--- src/rtl/cfg_unlock_pkg.sv ---
// Package: shared state type and fixed index/field positions of the
// configuration unlock controller. Assumes 8-bit configuration data.
package cfg_unlock_pkg;

    localparam int DATA_W    = 8;
    localparam int STRAP_W   = 2;
    localparam int STRAP_LSB = 4;   // strap-compare field position in index 22h
    localparam int EXIT_BIT  = 1;   // relock control bit in index 02h

    localparam logic [DATA_W-1:0] IDX_EXIT     = 8'h02;
    localparam logic [DATA_W-1:0] IDX_LDN      = 8'h07;
    localparam logic [DATA_W-1:0] IDX_ID_HI    = 8'h20;
    localparam logic [DATA_W-1:0] IDX_ID_LO    = 8'h21;
    localparam logic [DATA_W-1:0] IDX_VER      = 8'h22;
    localparam logic [DATA_W-1:0] IDX_DEV_BASE = 8'h30;

    typedef enum logic [2:0] {
        KS_IDLE,
        KS_GOT1,
        KS_GOT2,
        KS_GOT3,
        KS_OPEN
    } key_state_e;

endpackage

--- src/rtl/cfg_strap_latch.sv ---
// Strap latch: follows the strap pins while reset is held and freezes
// them afterwards. Assumes the pins are stable at the end of reset.
module cfg_strap_latch
    import cfg_unlock_pkg::*;
(
    input  logic               clk,
    input  logic               rst_n,
    input  logic [STRAP_W-1:0] strap_pins,
    output logic [STRAP_W-1:0] strap_q
);

    // Capture pins during reset, hold after release.
    always_ff @(posedge clk) begin
        if (!rst_n) strap_q <= strap_pins;
    end

    AST_STRAP_HOLD: assert property (@(posedge clk) disable iff (!rst_n)
        $past(rst_n) |-> $stable(strap_q));

endmodule

--- src/rtl/cfg_key_fsm.sv ---
// Key checker: counts correct key bytes written to the key address
// while locked, restarts on any other I/O cycle, opens on the last byte
// and records which port pair that byte chose. Assumes io_wr and io_rd
// are never high together.
module cfg_key_fsm
    import cfg_unlock_pkg::*;
#(
    parameter int                ADDR_W   = 16,
    parameter logic [ADDR_W-1:0] KEY_ADDR = 'h2E,
    parameter logic [7:0]        KEY_B0   = 8'h87,
    parameter logic [7:0]        KEY_B1   = 8'h06,
    parameter logic [7:0]        KEY_B2   = 8'h55,
    parameter logic [7:0]        KEY_SEL0 = 8'h55,
    parameter logic [7:0]        KEY_SEL1 = 8'hAA
) (
    input  logic              clk,
    input  logic              rst_n,
    input  logic              io_wr,
    input  logic              io_rd,
    input  logic [ADDR_W-1:0] io_addr,
    input  logic [DATA_W-1:0] io_wdata,
    input  logic              relock,
    output logic              open,
    output logic              pair_sel
);

    key_state_e st_q, st_nx;
    logic       sel_nx;
    logic       key_hit;

    assign key_hit = io_wr && (io_addr == KEY_ADDR);
    assign open    = (st_q == KS_OPEN);

    // Next-state logic of the key sequence.
    always_comb begin
        st_nx  = st_q;
        sel_nx = pair_sel;
        if (st_q == KS_OPEN) begin
            if (relock) st_nx = KS_IDLE;
        end else if (io_wr || io_rd) begin
            st_nx = KS_IDLE;
            if (key_hit) begin
                case (st_q)
                    KS_IDLE: if (io_wdata == KEY_B0) st_nx = KS_GOT1;
                    KS_GOT1: if (io_wdata == KEY_B1) st_nx = KS_GOT2;
                    KS_GOT2: if (io_wdata == KEY_B2) st_nx = KS_GOT3;
                    KS_GOT3: begin
                        if (io_wdata == KEY_SEL0) begin
                            st_nx  = KS_OPEN;
                            sel_nx = 1'b0;
                        end else if (io_wdata == KEY_SEL1) begin
                            st_nx  = KS_OPEN;
                            sel_nx = 1'b1;
                        end
                    end
                    default: st_nx = KS_IDLE;
                endcase
            end
        end
    end

    // State and pair-select registers.
    always_ff @(posedge clk) begin
        if (!rst_n) begin
            st_q     <= KS_IDLE;
            pair_sel <= 1'b0;
        end else begin
            st_q     <= st_nx;
            pair_sel <= sel_nx;
        end
    end

    AST_OPEN_NEEDS_KEY: assert property (@(posedge clk) disable iff (!rst_n)
        $rose(open) |-> $past(io_wr && io_addr == KEY_ADDR &&
                              (io_wdata == KEY_SEL0 || io_wdata == KEY_SEL1)));

    AST_FOREIGN_RESTART: assert property (@(posedge clk) disable iff (!rst_n)
        (!open && (io_rd || (io_wr && io_addr != KEY_ADDR))) |=> (st_q == KS_IDLE));

endmodule

--- src/rtl/cfg_reg_file.sv ---
// Register file: index register, logical device number, identification
// and version reads, relock decode, and the device-register strobe port.
// Assumes the read data is taken combinationally while io_rd is high.
module cfg_reg_file
    import cfg_unlock_pkg::*;
#(
    parameter int                ADDR_W     = 16,
    parameter logic [ADDR_W-1:0] PAIR0_BASE = 'h2E,
    parameter logic [ADDR_W-1:0] PAIR1_BASE = 'h4E,
    parameter logic [7:0]        DEV_LDN    = 8'h10,
    parameter logic [7:0]        ID_HI      = 8'h87,
    parameter logic [7:0]        ID_LO      = 8'h06,
    parameter logic [3:0]        VERSION    = 4'h0
) (
    input  logic               clk,
    input  logic               rst_n,
    input  logic               io_wr,
    input  logic               io_rd,
    input  logic [ADDR_W-1:0]  io_addr,
    input  logic [DATA_W-1:0]  io_wdata,
    output logic [DATA_W-1:0]  io_rdata,
    input  logic               open,
    input  logic               pair_sel,
    input  logic [STRAP_W-1:0] strap_q,
    output logic               relock,
    output logic               dev_wr,
    output logic               dev_rd,
    output logic [DATA_W-1:0]  dev_idx,
    output logic [DATA_W-1:0]  dev_wdata,
    input  logic [DATA_W-1:0]  dev_rdata
);

    localparam logic [ADDR_W-1:0] PAIR0_DATA = PAIR0_BASE + 1'b1;
    localparam logic [ADDR_W-1:0] PAIR1_DATA = PAIR1_BASE + 1'b1;

    logic [DATA_W-1:0] index_q, ldn_q;
    logic [ADDR_W-1:0] idx_addr, dat_addr;
    logic              hit_idx, hit_dat, cfg_port, in_dev, dev_match;

    assign idx_addr  = pair_sel ? PAIR1_BASE : PAIR0_BASE;
    assign dat_addr  = pair_sel ? PAIR1_DATA : PAIR0_DATA;
    assign hit_idx   = open && (io_addr == idx_addr);
    assign hit_dat   = open && (io_addr == dat_addr);
    assign cfg_port  = (io_addr == PAIR0_BASE) || (io_addr == PAIR0_DATA) ||
                       (io_addr == PAIR1_BASE) || (io_addr == PAIR1_DATA);
    assign in_dev    = (index_q >= IDX_DEV_BASE);
    assign dev_match = (ldn_q == DEV_LDN);

    // Index selection from index-port writes.
    always_ff @(posedge clk) begin
        if (!rst_n)                index_q <= '0;
        else if (io_wr && hit_idx) index_q <= io_wdata;
    end

    // Logical device number register.
    always_ff @(posedge clk) begin
        if (!rst_n)                                      ldn_q <= '0;
        else if (io_wr && hit_dat && index_q == IDX_LDN) ldn_q <= io_wdata;
    end

    // Relock from the exit bit or a strap-compare mismatch.
    always_comb begin
        relock = 1'b0;
        if (io_wr && hit_dat) begin
            if (index_q == IDX_EXIT && io_wdata[EXIT_BIT])                         relock = 1'b1;
            if (index_q == IDX_VER  && io_wdata[STRAP_LSB +: STRAP_W] != strap_q)  relock = 1'b1;
        end
    end

    // Device-register write side.
    assign dev_wr    = io_wr && hit_dat && in_dev && dev_match;
    assign dev_idx   = index_q;
    assign dev_wdata = io_wdata;

    // Read multiplexer and device read strobe.
    always_comb begin
        io_rdata = '0;
        dev_rd   = 1'b0;
        if (io_rd) begin
            if (!open && cfg_port) begin
                io_rdata = '1;
            end else if (hit_idx) begin
                io_rdata = index_q;
            end else if (hit_dat) begin
                if (in_dev) begin
                    if (dev_match) begin
                        io_rdata = dev_rdata;
                        dev_rd   = 1'b1;
                    end
                end else begin
                    case (index_q)
                        IDX_LDN:   io_rdata = ldn_q;
                        IDX_ID_HI: io_rdata = ID_HI;
                        IDX_ID_LO: io_rdata = ID_LO;
                        IDX_VER:   io_rdata = {4'h0, VERSION};
                        default:   io_rdata = '0;
                    endcase
                end
            end
        end
    end

    AST_DEV_GATED: assert property (@(posedge clk) disable iff (!rst_n)
        (dev_wr || dev_rd) |-> (ldn_q == DEV_LDN && index_q >= IDX_DEV_BASE));

    AST_LOCKED_READ_ONES: assert property (@(posedge clk) disable iff (!rst_n)
        (!open && io_rd && cfg_port) |-> (io_rdata == 8'hFF));

    AST_LOCKED_INDEX_HELD: assert property (@(posedge clk) disable iff (!rst_n)
        !open |=> $stable(index_q) && $stable(ldn_q));

endmodule

--- src/rtl/cfg_unlock_ctrl.sv ---
// Top: key-unlocked configuration controller. Joins the strap latch, the
// key checker and the register file. Assumes a decoded single-byte I/O
// front end with at most one strobe per cycle.
module cfg_unlock_ctrl
    import cfg_unlock_pkg::*;
#(
    parameter int                ADDR_W     = 16,
    parameter logic [ADDR_W-1:0] PAIR0_BASE = 'h2E,
    parameter logic [ADDR_W-1:0] PAIR1_BASE = 'h4E,
    parameter logic [7:0]        DEV_LDN    = 8'h10,
    parameter logic [7:0]        ID_HI      = 8'h87,
    parameter logic [7:0]        ID_LO      = 8'h06,
    parameter logic [3:0]        VERSION    = 4'h0
) (
    input  logic               clk,
    input  logic               rst_n,
    input  logic               io_wr,
    input  logic               io_rd,
    input  logic [ADDR_W-1:0]  io_addr,
    input  logic [DATA_W-1:0]  io_wdata,
    output logic [DATA_W-1:0]  io_rdata,
    input  logic [STRAP_W-1:0] strap_pins,
    output logic               cfg_open,
    output logic               dev_wr,
    output logic               dev_rd,
    output logic [DATA_W-1:0]  dev_idx,
    output logic [DATA_W-1:0]  dev_wdata,
    input  logic [DATA_W-1:0]  dev_rdata
);

    logic [STRAP_W-1:0] strap_q;
    logic               relock, pair_sel;

    cfg_strap_latch u_strap (
        .clk        (clk),
        .rst_n      (rst_n),
        .strap_pins (strap_pins),
        .strap_q    (strap_q)
    );

    cfg_key_fsm #(
        .ADDR_W   (ADDR_W),
        .KEY_ADDR (PAIR0_BASE),
        .KEY_B0   (ID_HI),
        .KEY_B1   (ID_LO)
    ) u_key (
        .clk      (clk),
        .rst_n    (rst_n),
        .io_wr    (io_wr),
        .io_rd    (io_rd),
        .io_addr  (io_addr),
        .io_wdata (io_wdata),
        .relock   (relock),
        .open     (cfg_open),
        .pair_sel (pair_sel)
    );

    cfg_reg_file #(
        .ADDR_W     (ADDR_W),
        .PAIR0_BASE (PAIR0_BASE),
        .PAIR1_BASE (PAIR1_BASE),
        .DEV_LDN    (DEV_LDN),
        .ID_HI      (ID_HI),
        .ID_LO      (ID_LO),
        .VERSION    (VERSION)
    ) u_regs (
        .clk       (clk),
        .rst_n     (rst_n),
        .io_wr     (io_wr),
        .io_rd     (io_rd),
        .io_addr   (io_addr),
        .io_wdata  (io_wdata),
        .io_rdata  (io_rdata),
        .open      (cfg_open),
        .pair_sel  (pair_sel),
        .strap_q   (strap_q),
        .relock    (relock),
        .dev_wr    (dev_wr),
        .dev_rd    (dev_rd),
        .dev_idx   (dev_idx),
        .dev_wdata (dev_wdata),
        .dev_rdata (dev_rdata)
    );

    AST_EXIT_RELOCK: assert property (@(posedge clk) disable iff (!rst_n)
        (cfg_open && io_wr && io_addr == (pair_sel ? PAIR1_BASE : PAIR0_BASE) + 1'b1 &&
         u_regs.index_q == IDX_EXIT && io_wdata[EXIT_BIT]) |=> !cfg_open);

    AST_STRAP_MISMATCH: assert property (@(posedge clk) disable iff (!rst_n)
        (cfg_open && io_wr && io_addr == (pair_sel ? PAIR1_BASE : PAIR0_BASE) + 1'b1 &&
         u_regs.index_q == IDX_VER &&
         io_wdata[STRAP_LSB +: STRAP_W] != strap_q) |=> !cfg_open);

endmodule

--- config.mk ---
export PLATFORM = sky130hd
export DESIGN_NAME = cfg_unlock_ctrl
export DESIGN_NICKNAME = d
export VERILOG_FILES = /design/src/rtl/cfg_unlock_pkg.sv /design/src/rtl/cfg_strap_latch.sv /design/src/rtl/cfg_key_fsm.sv /design/src/rtl/cfg_reg_file.sv /design/src/rtl/cfg_unlock_ctrl.sv
export SDC_FILE = /design/constraint.sdc
export NUM_CORES = 1
export LEC_CHECK = 0
export ABC_CLOCK_PERIOD_IN_PS = 3190
export BUFFER_PORTS_ARGS = -buffer_cell sky130_fd_sc_hd__buf_2
export CORE_ASPECT_RATIO = 0.75
export CORE_MARGIN = 5
export CORE_UTILIZATION = 49
export CTS_BUF_LIST = sky130_fd_sc_hd__clkbuf_8
export DETAILED_ROUTE_END_ITERATION = 8
export MAX_ROUTING_LAYER = met4
export PLACE_DENSITY = 0.82
export SKIP_CTS_REPAIR_TIMING = 1
export SYNTH_ARGS = -nofsm -noshare
export SYNTH_HDL_FRONTEND = slang
export SYNTH_SLANG_ARGS = --single-unit
--- constraint.sdc ---
create_clock -name clk -period 3.19 [get_ports clk]
set_input_delay 0.7975 -clock clk [delete_from_list [all_inputs] [get_ports clk]]
set_output_delay 0.7975 -clock clk [all_outputs]
set_load 0.05 [all_outputs]
### Word-level counts from Yosys, hierarchy flattened

Cells that the tools add are included.
Widths: inputs -> output; s select.

* register bits: 22
* bits of input ports: 38

* reductions and logical operators: 21
* muxes and demuxes: 30
* bitwise gates (word level): 1
* equal/unequal tests: 22
* order comparisons: 1

Operator list (count)
* $mux 8: 6
* $eq 16x16->1: 2
* $eq 16x6->1 const B: 2
* $eq 16x7->1 const B: 2
* $eq 8x6->1 const B: 3
* $pmux 8 s3: 1
* $mux 3: 6
* $eq 8x3->1 const B: 2
* $eq 8x8->1 const B: 2
* $mux 7: 2
* $mux 1: 12
* $pmux 3 s4: 1
* $logic_and 1x1->1: 11
* $eq 8x2->1 const B: 1
* $eq 8x5->1 const B: 1
* $eq 8x7->1 const B: 1
* $ge 8x6->1 const B: 1
* $eq 3x2->1 const B: 2
* $reduce_and 5->1: 1
* $logic_or 1x1->1: 4
* $mux 2: 2
* $reduce_bool 2->1: 2
* $eq 3x1->1 const B: 1
* $eq 3x3->1 const B: 1
* other kinds (6): 6

### Longest topological paths before layout

Gate-level depths: netlist (run 1).

* depth in word-level cells: 7
* mapped depth: 7
* mapped depth without buffers: 5

### Cells and area by module

A second synthesis (run 1) with hierarchy kept.

* cells, all modules: 187
* area, all modules: 1692.9 um2

By module, submodules not included
* cfg_reg_file: area an instance 1260.0 um2, instances 1, cells each 143
* cfg_key_fsm: area an instance 369.1 um2, instances 1, cells each 41
* cfg_strap_latch: area an instance 63.8 um2, instances 1, cells each 3

### Worst setup path after synthesis (run 1)

Ideal clock, no wire load.

* path type: input to output
* start point: in io_addr[6]
* end point: out dev_wr
* path slack: -0.762 ns
* stages on the path: 6
* arrival time: 3.155 ns
* buffers on the path: 2
* required time: 2.393 ns
* cell sequence: or3b_1 > and2_4 > buf_6 > or4_4 > buf_6 > nor3b_1

* cells in the longest elaborated chain, start to end: 5

RTL lines
* from (decl): RTL line cfg_unlock_ctrl.sv:19 `input logic [ADDR_W-1:0] io_addr,`
* $eq 16x16->1: RTL line cfg_reg_file.sv:43 `assign hit_dat = open && (io_addr == dat_addr);`
* $logic_and 1x1->1: RTL line cfg_reg_file.sv:43
* $logic_and 1x1->1 (3 in series): RTL line cfg_reg_file.sv:71 `assign dev_wr = io_wr && hit_dat && in_dev && dev_match;`
* to (decl): RTL line cfg_unlock_ctrl.sv:24 `output logic dev_wr,`

Every way passes these cells.

### Final worst setup path (run 1)

* start point: in io_addr[6]
* end point: out io_rdata[2]

* cells in the longest elaborated chain, start to end: 7
* elaborated cells between the ends (all ways): 16

RTL lines
* $eq 16x6->1: RTL line cfg_reg_file.sv:44 `assign cfg_port = (io_addr == PAIR0_BASE) || (io_addr == PAIR0_DATA) ||`
* $logic_or 1x1->1 (2 in series): RTL line cfg_reg_file.sv:44
* $logic_or 1x1->1: RTL line cfg_reg_file.sv:45 `(io_addr == PAIR1_BASE) || (io_addr == PAIR1_DATA);`
* $logic_and 1x1->1: RTL line cfg_reg_file.sv:80 `if (!open && cfg_port) begin`
* $mux 8 (*): RTL line cfg_reg_file.sv:80
* $mux 8 (*): RTL line cfg_reg_file.sv:79 `if (io_rd) begin`
* to (decl): RTL line cfg_unlock_ctrl.sv:21 `output logic [DATA_W-1:0] io_rdata,`

Mark *: on every way between the ends. The rest lies on a longest branch, timed or not.

==> out/metrics.cfg, run 1 <==
[status]
outcome = finished, violations left
failing_checks = setup timing

[sta]
timing.final.setup_violations = 8
finalWorstSetupSlack_ps = -124
post-route-min-period_ps = 3310
max_slew_margin = 0.544
rsz0062_at_grt = true
fmax_mhz = 302
worst_hold_margin_ps = 516
worst-slew-pin-transition_ps = 684
timing.final.max_slew_violations = 0
fin_crit_sh = 1.04
final-hold-violation-count = 0
timing.clock.skew_ps = 1.05

[drt]
remaining_drc_errors = 0
drt_initial_violations = 182
wire_per_inst_um = 18.1
wire_length_after_detailed_routing_um = 5240
drt_pass1_iterations = 5
viasPerCell = 6.22
drt.antenna.violating_nets = 0
routed-via-count = 1799

[global_route]
overflow = 0
antenna_violations_before_repair = 0
first_global_vias = 1511
global_route.usage.total = 0.222
grt_pass1_wl_um = 7340
grt_start_max_net_pins = 23

[yosys]
synth.area.top_cells = sky130_fd_sc_hd__dfxtp_1, sky130_fd_sc_hd__mux2i_1, sky130_fd_sc_hd__nor2_1
synth.distinct_cells = 41
dominant_combinational_cell_family_by_area_after_synthesis = simple AND/OR/NAND/NOR gates
synth-adder-area-share = 0
synth.ff_latch_count = 22
mappedNetlistNets = 223
total_standard_cell_area_after_synthesis_um2 = 1530
ys_dominant_reg_cell = sky130_fd_sc_hd__dfxtp_1
synth_enable_flop_cells = 2
synth-compound-area-share = 0.135
post_synthesis_xor_xnor_area_fraction = 0.0172
yosysWarnings = 0
synth_sequential_area_ratio = 0.302
synth_cells = 185
ys_async_rst_share = 0
avgSynthCellArea_um2 = 8.25
synth_top_area_cell = sky130_fd_sc_hd__dfxtp_1
mux_cell_area_share_after_synthesis = 0.111
synth_simple_gate_area_share = 0.352
area_share_of_the_largest_cell_type_after_synthesis = 0.262

[floorplan]
die_width_um = 74.5
die-height_um = 58.3
start_util = 0.516
fp-row-count = 17
ios = 65
fp.dieArea_um2 = 4340
core_area_um2 = 2960

[worst_setup_path]
worst_ep_arrival_time_ps = 2520
r2r.worst_path.cells = 6
worst_r2r_endpoint = u_regs.ldn_q[1]
critical_path_required_ps = 2390
worstPathMaxFanout = 6
start_kind = input pin
reg2reg_setup_slack_ps = 740
timing.setup.critical_path_class = input pin to primary output
startpoint = io_addr[6]
end_kind = primary output
regToRegStartpoint = u_key.st_q[2]

[min_path]
min_from = u_key.st_q[1]
worstHoldEndpoint = u_key.st_q[1]
worstHoldPathType = flop to flop
hold-path-cell-count = 2

[placement]
dpl.hpwl_um = 3550
pre_cts_slack_ps = -172
place.port_buffers = 64
place_inst = 279
gp_congestion = 0.878

[cts]
cts_buffers = 3
clock_tree.htree_level_count = 1
clock_tree.root_cell = sky130_fd_sc_hd__clkbuf_8
cts.clk_slew.worst_paths_ps = 80
cts_tree = yes
clock_insertion_delay_worst_skew_ps = 260
tritoncts_num_sinks = 22
max_root_sink_buffers = 2

[layout]
area.growth.synth_to_final_pct = 41.2
nNetsFinal = 290
final_layout_size_suffix_gt1_frac = 0.434
antennaDiodeCount = 0
instances_no_fill = 289

[job]
number_of_max_cap_violations = 0

[power]
power-per-cell-area_nw_per_um2 = 295
total_power_mw = 0.636
power.ir.vdd_worst_mv = 0.323
power_leakage_nw = 0.880

-- registers in the layout, summed over array words and instances (netlist names) --
register and cells:
u_strap.strap_q 2, u_regs.ldn_q 8, u_regs.dev_idx 8, u_key.st_q 3, u_key.pair_sel 1
-- cell type report --
cell class / count / area (µm²)
inverters: 4 / 15.0
multi-input cells: 143 / 1040
clock buffers: 3 / 41.3
fillers: 238 / 801
repair buffers: 78 / 523
clock inverters: 1 / 30.0
well taps: 38 / 47.5
flip-flops and latches: 22 / 460
-- cell usage in the layout, fill, tap and decap left out, types with 3 or more instances in the layout --
| cell | Yosys | final |
|---|---|---|
| sky130_fd_sc_hd__buf_2 | 2 | 52 |
| sky130_fd_sc_hd__nor2_1 | 25 | 23 |
| sky130_fd_sc_hd__dfxtp_1 | 20 | 20 |
| sky130_fd_sc_hd__nand2_1 | 17 | 17 |
| sky130_fd_sc_hd__mux2i_1 | 17 | 17 |
| sky130_fd_sc_hd__buf_4 | 8 | 13 |
| sky130_fd_sc_hd__o31a_2 | 0 | 8 |
| sky130_fd_sc_hd__buf_6 | 2 | 8 |
| sky130_fd_sc_hd__a21oi_1 | 8 | 7 |
| sky130_fd_sc_hd__a22oi_1 | 6 | 6 |
| sky130_fd_sc_hd__nor4_1 | 9 | 5 |
| sky130_fd_sc_hd__buf_8 | 0 | 5 |
| sky130_fd_sc_hd__nor3_1 | 5 | 4 |
| sky130_fd_sc_hd__inv_1 | 3 | 3 |
| sky130_fd_sc_hd__nand4b_1 | 3 | 3 |
| sky130_fd_sc_hd__xnor2_1 | 3 | 3 |
| sky130_fd_sc_hd__nand3b_1 | 3 | 3 |
| sky130_fd_sc_hd__nor4_2 | 0 | 3 |
| sky130_fd_sc_hd__nor2b_1 | 3 | 3 |
| sky130_fd_sc_hd__o21ai_0 | 3 | 3 |
| sky130_fd_sc_hd__nand3_1 | 3 | 3 |
| sky130_fd_sc_hd__nor4bb_1 | 3 | 3 |
| sky130_fd_sc_hd__clkbuf_8 | 0 | 3 |
-- cell usage after synthesis, types with 3 or more instances --
library cell                n
sky130_fd_sc_hd__nand3_1    3
sky130_fd_sc_hd__nor3_1     5
sky130_fd_sc_hd__nor2b_1    3
sky130_fd_sc_hd__a21oi_1    8
sky130_fd_sc_hd__a22oi_1    6
sky130_fd_sc_hd__dfxtp_1   20
sky130_fd_sc_hd__nand4b_1   3
sky130_fd_sc_hd__o21ai_0    3
sky130_fd_sc_hd__nand2_1   17
sky130_fd_sc_hd__buf_4      8
sky130_fd_sc_hd__o31a_1     8
sky130_fd_sc_hd__nand3b_1   3
sky130_fd_sc_hd__inv_1      3
sky130_fd_sc_hd__nor4bb_1   3
sky130_fd_sc_hd__nor2_1    25
sky130_fd_sc_hd__nor4_1     9
sky130_fd_sc_hd__nor4b_1    4
sky130_fd_sc_hd__mux2i_1   17
sky130_fd_sc_hd__clkbuf_1   5
sky130_fd_sc_hd__xnor2_1    3
-- stage by stage --
stage	setup TNS (ps)	area [µm²]	utilization
after floorplan	-187	1550	-
after global placement	-635	1880	0.636
after detailed placement	-1180	1880	0.636
after CTS	-1200	1950	0.661
after global routing	-740	2160	0.729
final	-440	2160	0.729
-- layer usage --
metal,global-route usage,up-vias,routed length [µm]
met5,-,-,0
met1,0.309,835,2120
li1,-,820,-
met4,0.0431,0,85
met2,0.334,134,2360
met3,0.0478,10,678
-- logic make-up (layout without fill, tap and decap cells) --
kind of cell,Yosys count,in the layout
flops,22,22
mux,17,17
buf+inv,21,86
simple gates,92,93
xor+xnor,3,3
compound gates,30,30
-- report_power, final --
part | internal (mW) | switching (mW) | total [mW]
Sequential | 0.281 | 0.000790 | 0.281
Combinational | 0.0362 | 0.0596 | 0.0958
Clock | 0.168 | 0.0911 | 0.259
-- worst max-delay path, cell delays in order --
cell	delay [ps]
sky130_fd_sc_hd__buf_6	90
sky130_fd_sc_hd__or3b_4	380
sky130_fd_sc_hd__and2_4	160
sky130_fd_sc_hd__or4_4	540
sky130_fd_sc_hd__a31oi_1	210
sky130_fd_sc_hd__o31a_2	180
sky130_fd_sc_hd__buf_8	150
-- worst max path at each step --
| stage | endpoint | slack (ps) | cells after the start |
|---|---|---|---|
| after floorplan | dev_wr | -90 | 6 |
| after detailed placement | io_rdata[1] | -170 | 7 |
| after global placement | dev_rd | -110 | 6 |
| final | io_rdata[2] | -120 | 7 |
| after CTS | io_rdata[1] | -180 | 7 |
| after global routing | io_rdata[2] | -140 | 7 |
Power figures use the tool's default switching activity.
==> run 2, diff against run 1 <==
- BUFFER_PORTS_ARGS: -buffer_cell sky130_fd_sc_hd__buf_2 -> -buffer_cell sky130_fd_sc_hd__buf_4
- CORE_MARGIN: 5 -> default
- TNS_END_PERCENT: default -> 30
==> run 2 against run 1 <==
  * The flow still finishes with violations (setup timing)
  * First-iteration DRC count is 4.9% higher
  * Maximum frequency rose by 1.2%
  * Critical path type unchanged
  * Sequential share of layout area fell by 0.32 points
  * Largest power group unchanged
==> out/metrics.cfg, run 2 (synthesis gave the netlist of run 1 again) <==
[status]
outcome = finished, violations left
failing_checks = setup timing

[sta]
final-hold-violation-count = 0  ; unchanged
fmax_mhz = 305  ; +1.2%
worst_hold_margin_ps = 530  ; +13.9 ps
timing.clock.skew_ps = 2.06  ; +1.01 ps
fin_crit_sh = 1.03  ; -0.0126
timing.final.setup_violations = 7  ; -1
rsz0062_at_grt = true
timing.final.max_slew_violations = 0  ; unchanged
max_slew_margin = 0.545  ; +0.00149
finalWorstSetupSlack_ps = -83.6  ; +40.3 ps
post-route-min-period_ps = 3270  ; -40.3 ps
worst-slew-pin-transition_ps = 682  ; -2.23 ps

[drt]
wire_length_after_detailed_routing_um = 4600  ; -12%
drt.antenna.violating_nets = 0  ; unchanged
wire_per_inst_um = 16.1  ; -11%
drt_initial_violations = 191  ; +4.9%
remaining_drc_errors = 0  ; unchanged
drt_pass1_iterations = 5  ; unchanged
viasPerCell = 6.10  ; -2.0%
drt-met1-wl_um = 2060  ; -3.0%
top_layer = met4
routed-via-count = 1739  ; -3.3%
met2RoutedLength_um = 2090  ; -11%
wl_met3_um = 401  ; -41%

[placement]
dpl.hpwl_um = 3360  ; -5.4%
place_inst = 280  ; +0.36%
place.port_buffers = 64  ; unchanged
pre_cts_slack_ps = -103  ; +69.1 ps
gp_congestion = 0.991  ; +13%

[power]
p_int_mw = 0.417  ; -14%
power_leakage_nw = 0.873  ; -0.80%
sequential_power_share = 0.501  ; +0.058
total_power_mw = 0.561  ; -12%
clock_power_share = 0.308  ; -0.099
combinationalPowerShare = 0.191  ; +0.040
power.ir.vdd_worst_mv = 0.336  ; +4.0%
p_sw_mw = 0.145  ; -4.4%
p_sw_frac = 0.258  ; +0.0197
power-per-cell-area_nw_per_um2 = 257  ; -13%

[worst_setup_path]
critical-path-slowest-cell = sky130_fd_sc_hd__or4_4
worst_r2r_endpoint = u_regs.dev_idx[4]
reg2reg_setup_slack_ps = 950  ; +210 ps
max_stage_delay_ps = 540  ; about the same
cpMostUsedCell = sky130_fd_sc_hd__buf_6
critical_path_required_ps = 2390  ; about the same
end_kind = primary output
start_kind = input pin
r2r.worst_path.cells = 7  ; +1
regToRegStartpoint = u_key.st_q[2]
timing.setup.critical_path_class = input pin to primary output
crit_chain = buf_6, or3b_4, and2_4, or4_4, a31oi_4, o31a_1, buf_6
worst_ep_arrival_time_ps = 2480  ; -40 ps
worstPathMaxFanout = 6  ; unchanged

[floorplan]
die-height_um = 50.3  ; -14%
fp-row-count = 17  ; unchanged
start_util = 0.516  ; unchanged
die_width_um = 66.5  ; -11%
core_area_um2 = 2960  ; unchanged
ios = 65  ; unchanged
fp.dieArea_um2 = 3340  ; -23%

[min_path]
worstHoldEndpoint = u_regs.ldn_q[0]
worstHoldPathType = flop to flop
min_from = u_regs.ldn_q[0]
hold-path-cell-count = 2  ; unchanged

[layout]
layout_common_cells = sky130_fd_sc_hd__buf_4, sky130_fd_sc_hd__nor2_1, sky130_fd_sc_hd__dfxtp_1
most_common_library_cell_in_the_layout_ignoring_fill_and_taps = sky130_fd_sc_hd__buf_4
area.growth.synth_to_final_pct = 43.4
instances_no_fill = 285  ; -1.4%
antennaDiodeCount = 0  ; unchanged
nNetsFinal = 286  ; -1.4%
final.fill_count = 235  ; -1.3%
final_layout_size_suffix_gt1_frac = 0.389  ; -0.0456
finish.utilization = 0.740  ; +0.0110

[global_route]
overflow = 0  ; unchanged
global_route.usage.total = 0.293  ; +0.0706
grt_start_max_net_pins = 23  ; unchanged
grt_pass1_wl_um = 7180  ; -2.2%
first_global_vias = 1501  ; -0.66%
antenna_violations_before_repair = 0  ; unchanged

[cts]
tritoncts_num_sinks = 22  ; unchanged
clock_insertion_delay_worst_skew_ps = 260  ; about the same
cts_buffers = 3  ; unchanged
clock_tree.htree_level_count = 1  ; unchanged
clock_tree.root_cell = sky130_fd_sc_hd__clkbuf_8
cts.clk_slew.worst_paths_ps = 80  ; about the same
cts_tree = yes
max_root_sink_buffers = 2  ; unchanged

[job]
number_of_max_cap_violations = 0  ; unchanged

==> run 2: cell types whose count changed in the layout (fill, tap and decap cells not counted), moves of 2 or more <==
cell	change
sky130_fd_sc_hd__buf_6	+2
sky130_fd_sc_hd__buf_2	-52
sky130_fd_sc_hd__o31a_1	+4
sky130_fd_sc_hd__nor4_2	-2
sky130_fd_sc_hd__buf_4	+49
sky130_fd_sc_hd__buf_8	-3
sky130_fd_sc_hd__nor4_1	+3
sky130_fd_sc_hd__a31oi_1	-2
sky130_fd_sc_hd__o31a_2	-4
==> run 2: final cells by class <==
type                       count  area (µm²)  share of cell area
multi-input combinational    143        1010               0.463
tap                           38        47.5              0.0217
inverter                       4        15.0             0.00686
timing repair buffer          74         608               0.278
sequential                    22         460               0.210
clock buffer                   3        41.3              0.0189
clock inverter                 1        3.75             0.00172
==> run 2: worst max path at each step <==
stage / start / cells after the start / endpoint
after floorplan: io_addr[6] / 7 / io_rdata[4]
after global placement: io_addr[6] / 6 / dev_rd
after detailed placement: io_addr[13] / 7 / io_rdata[1]
after CTS: io_addr[13] / 7 / io_rdata[1]
after global routing: io_addr[6] / 7 / io_rdata[1]
final: io_addr[6] / 7 / io_rdata[1]
==> run 2: per-stage QoR <==
stage                     setup TNS (ps)  instance area, µm²
after floorplan                     -733                1550
after global placement              -186                2040
after detailed placement            -500                2040
after CTS                           -669                2090
after global routing                -755                2190
final                               -308                2190
==> run 2: power groups by stage <==
| stage | Combinational (mW) | Clock [mW] | Sequential, mW |
|---|---|---|---|
| 2_1_floorplan | 0.0509 | 0 | 0.288 |
| 3_3_place_gp | 0.103 | 0 | 0.288 |
| 3_5_place_dp | 0.104 | 0 | 0.288 |
| 4_1_cts | 0.105 | 0.174 | 0.281 |
| 5_1_grt | 0.113 | 0.190 | 0.282 |
| 6_report | 0.107 | 0.173 | 0.281 |
==> run 2: worst max-delay path: cells and delay by family <==
kind / cells / cell delay [ps]
compound gates: 2 / 350
buf+inv: 2 / 250
simple gates: 3 / 1070
==> run 2: layer usage <==
layer / up-vias / global-route usage
li1: 810 / -
met1: 821 / 0.426
met2: 100 / 0.410
met3: 8 / 0.0318
met4: 0 / 0.117
met5: - / -
==> run 3, diff against run 2 <==
- CELL_PAD_IN_SITES_DETAIL_PLACEMENT: default -> 0
- CELL_PAD_IN_SITES_GLOBAL_PLACEMENT: default -> 1
- CORE_UTILIZATION: 49 -> 35
- PLACE_DENSITY: 0.82 -> default
- PLACE_DENSITY_LB_ADDON: default -> 0.1
==> run 3 against run 2 <==
  * The flow still finishes with violations (setup timing)
  * First-iteration DRC count shrank 63%
  * Via count shrank 4.4%
  * Maximum frequency is essentially flat
  * Power grew 5.5%
  * Non-clock buffer count grew 2
  * Sequential cell count is the same
  * Routed wire length grew 4.0%
  * Critical endpoint is now dev_rd
  * Highest routed layer unchanged
==> out/metrics.cfg, run 3 (synthesis gave the netlist of run 1 again) <==
[floorplan]
die-height_um = 59.2  ; +18%
core_area_um2 = 4100  ; +39%
die_width_um = 78.3  ; +18%
start_util = 0.372  ; -0.144
ios = 65  ; unchanged
fp-row-count = 20  ; +3
fp.dieArea_um2 = 4630  ; +38%

[drt]
wire_length_after_detailed_routing_um = 4790  ; +4.0%
routed-via-count = 1663  ; -4.4%
remaining_drc_errors = 0  ; unchanged
viasPerCell = 5.47  ; -10%
wire_per_inst_um = 15.7  ; -2.5%
drt.antenna.violating_nets = 0  ; unchanged
drt_pass1_iterations = 4  ; -1
drt_initial_violations = 70  ; -63%

[sta]
finalWorstSetupSlack_ps = -86.2  ; -2.59 ps
post-route-min-period_ps = 3280  ; +2.59 ps
timing.final.max_slew_violations = 0  ; unchanged
worst-slew-pin-transition_ps = 687  ; +5.32 ps
rsz0062_at_grt = true
fmax_mhz = 305  ; about the same
final-hold-violation-count = 0  ; unchanged
max_slew_margin = 0.541  ; -0.00355
timing.clock.skew_ps = 4.75  ; +2.69 ps
setup_tns_ps = -340  ; -31.6 ps
timing.final.setup_violations = 8  ; +1
fin_crit_sh = 1.03  ; about the same

[power]
p_sw_frac = 0.252  ; -0.00642
combinationalPowerShare = 0.187  ; -0.004
total_power_mw = 0.592  ; +5.5%
p_int_mw = 0.443  ; +6.4%
clock_power_share = 0.338  ; +0.030
sequential_power_share = 0.475  ; -0.026
power_leakage_nw = 0.898  ; +2.8%
power-per-cell-area_nw_per_um2 = 264  ; +3.0%
p_sw_mw = 0.149  ; +2.8%
power.ir.vdd_worst_mv = 0.233  ; -31%

[layout]
most_common_library_cell_in_the_layout_ignoring_fill_and_taps = sky130_fd_sc_hd__buf_4
nNetsFinal = 288  ; +0.70%
antennaDiodeCount = 0  ; unchanged
final_layout_size_suffix_gt1_frac = 0.398  ; +0.00893
area.growth.synth_to_final_pct = 46.7
register_area_um2 = 460  ; unchanged
multi_input_area_um2 = 1020  ; +0.49%
final.fill_count = 386  ; +64%
instances_no_fill = 304  ; +6.7%
layout_common_cells = sky130_fd_sc_hd__buf_4, sky130_fd_sc_hd__nor2_1, sky130_fd_sc_hd__dfxtp_1

[worst_setup_path]
max_stage_delay_ps = 530  ; about the same
cell_type_group_with_the_largest_total_delay_on_the_critical_path = simple AND/OR/NAND/NOR gates
critical-path-slowest-cell = sky130_fd_sc_hd__or4_4
worstPathBufferInverterCount = 2  ; unchanged
worstPathMaxFanout = 6  ; unchanged
timing.setup.critical_path_class = input pin to primary output
crit_chain = buf_6, or3b_4, and2_4, or4_4, and4bb_4, buf_8
regToRegStartpoint = u_key.st_q[2]
start_kind = input pin
worst_r2r_endpoint = u_regs.ldn_q[3]
critical_path_required_ps = 2390  ; about the same
worst_ep_arrival_time_ps = 2480  ; about the same
r2r.worst_path.cells = 6  ; -1
reg2reg_setup_slack_ps = 900  ; -50 ps
end_kind = primary output

[cts]
clock_tree.root_cell = sky130_fd_sc_hd__clkbuf_8
cts.clk_slew.worst_paths_ps = 80  ; about the same
max_root_sink_buffers = 2  ; unchanged
cts_tree = yes
clock_insertion_delay_worst_skew_ps = 260  ; about the same
clock_tree.htree_level_count = 1  ; unchanged
tritoncts_num_sinks = 22  ; unchanged
cts_buffers = 3  ; unchanged

[global_route]
grt_start_max_net_pins = 23  ; unchanged
antenna_violations_before_repair = 0  ; unchanged
first_global_vias = 1477  ; -1.6%
grt_pass1_wl_um = 7470  ; +4.0%
overflow = 0  ; unchanged
global_route.usage.total = 0.212  ; -0.0802

[min_path]
worstHoldEndpoint = u_key.st_q[0]
hold-path-cell-count = 2  ; unchanged
min_from = u_key.st_q[0]
worstHoldPathType = flop to flop

[status]
outcome = finished, violations left
failing_checks = setup timing

[placement]
place_inst = 297  ; +6.1%
dpl.hpwl_um = 3520  ; +4.8%
place.port_buffers = 64  ; unchanged
gp_congestion = 0.799  ; -19%

[job]
number_of_max_cap_violations = 0  ; unchanged

## run 3: worst register-to-register path, delay by kind of cell (launching register included)
family / cells / cell delay [ps]
DFF: 1 / 400
AOI/OAI and AO/OA: 1 / 170
muxes: 1 / 310
and+or+nand+nor: 3 / 1080
buffers and inverters: 1 / 210
## run 3: worst max-delay path by stage
stage / startpoint / end / slack (ps) / depth (start not counted)
floorplan: io_addr[6] / io_rdata[4] / -150 / 7
global placement: io_addr[4] / dev_rd / -60 / 6
detailed placement: io_addr[6] / dev_rd / -90 / 6
CTS: io_addr[4] / dev_rd / -100 / 6
global route: io_addr[6] / dev_rd / -110 / 6
finish: io_addr[6] / dev_rd / -90 / 6
## run 3: metrics by stage
stage                     worst slack (ps)   util  hold WS (ps)  cell area [µm²]
after floorplan                       -146      -           465             1550
after global placement               -59.3  0.503           493             2070
after detailed placement             -85.4  0.503           519             2070
after CTS                            -98.0  0.517           531             2120
after global routing                  -115  0.546           584             2240
final                                -86.2  0.546           531             2240
## run 3: routing by layer
| layer | share of wire | global-route usage |
|---|---|---|
| met1 | 0.47 | 0.300 |
| met3 | 0.071 | 0.0200 |
| met4 | 0.0086 | 0.0556 |
| met2 | 0.45 | 0.327 |
| met5 | 0 | - |
## run 3: power by group through the flow
stage / Clock (mW) / Combinational (mW) / Sequential (mW)
floorplan: 0 / 0.0509 / 0.288
global placement: 0 / 0.102 / 0.288
detailed placement: 0 / 0.104 / 0.288
CTS: 0.207 / 0.104 / 0.281
global route: 0.218 / 0.118 / 0.282
finish: 0.200 / 0.111 / 0.281
## run 3: cell type report
class	count	share of cell area
Timing Repair Buffer	76	0.278
Inverter	4	0.00670
Sequential cell	22	0.206
Tap cell	55	0.0307
Clock buffer	4	0.0246
Multi-Input combinational cell	143	0.454
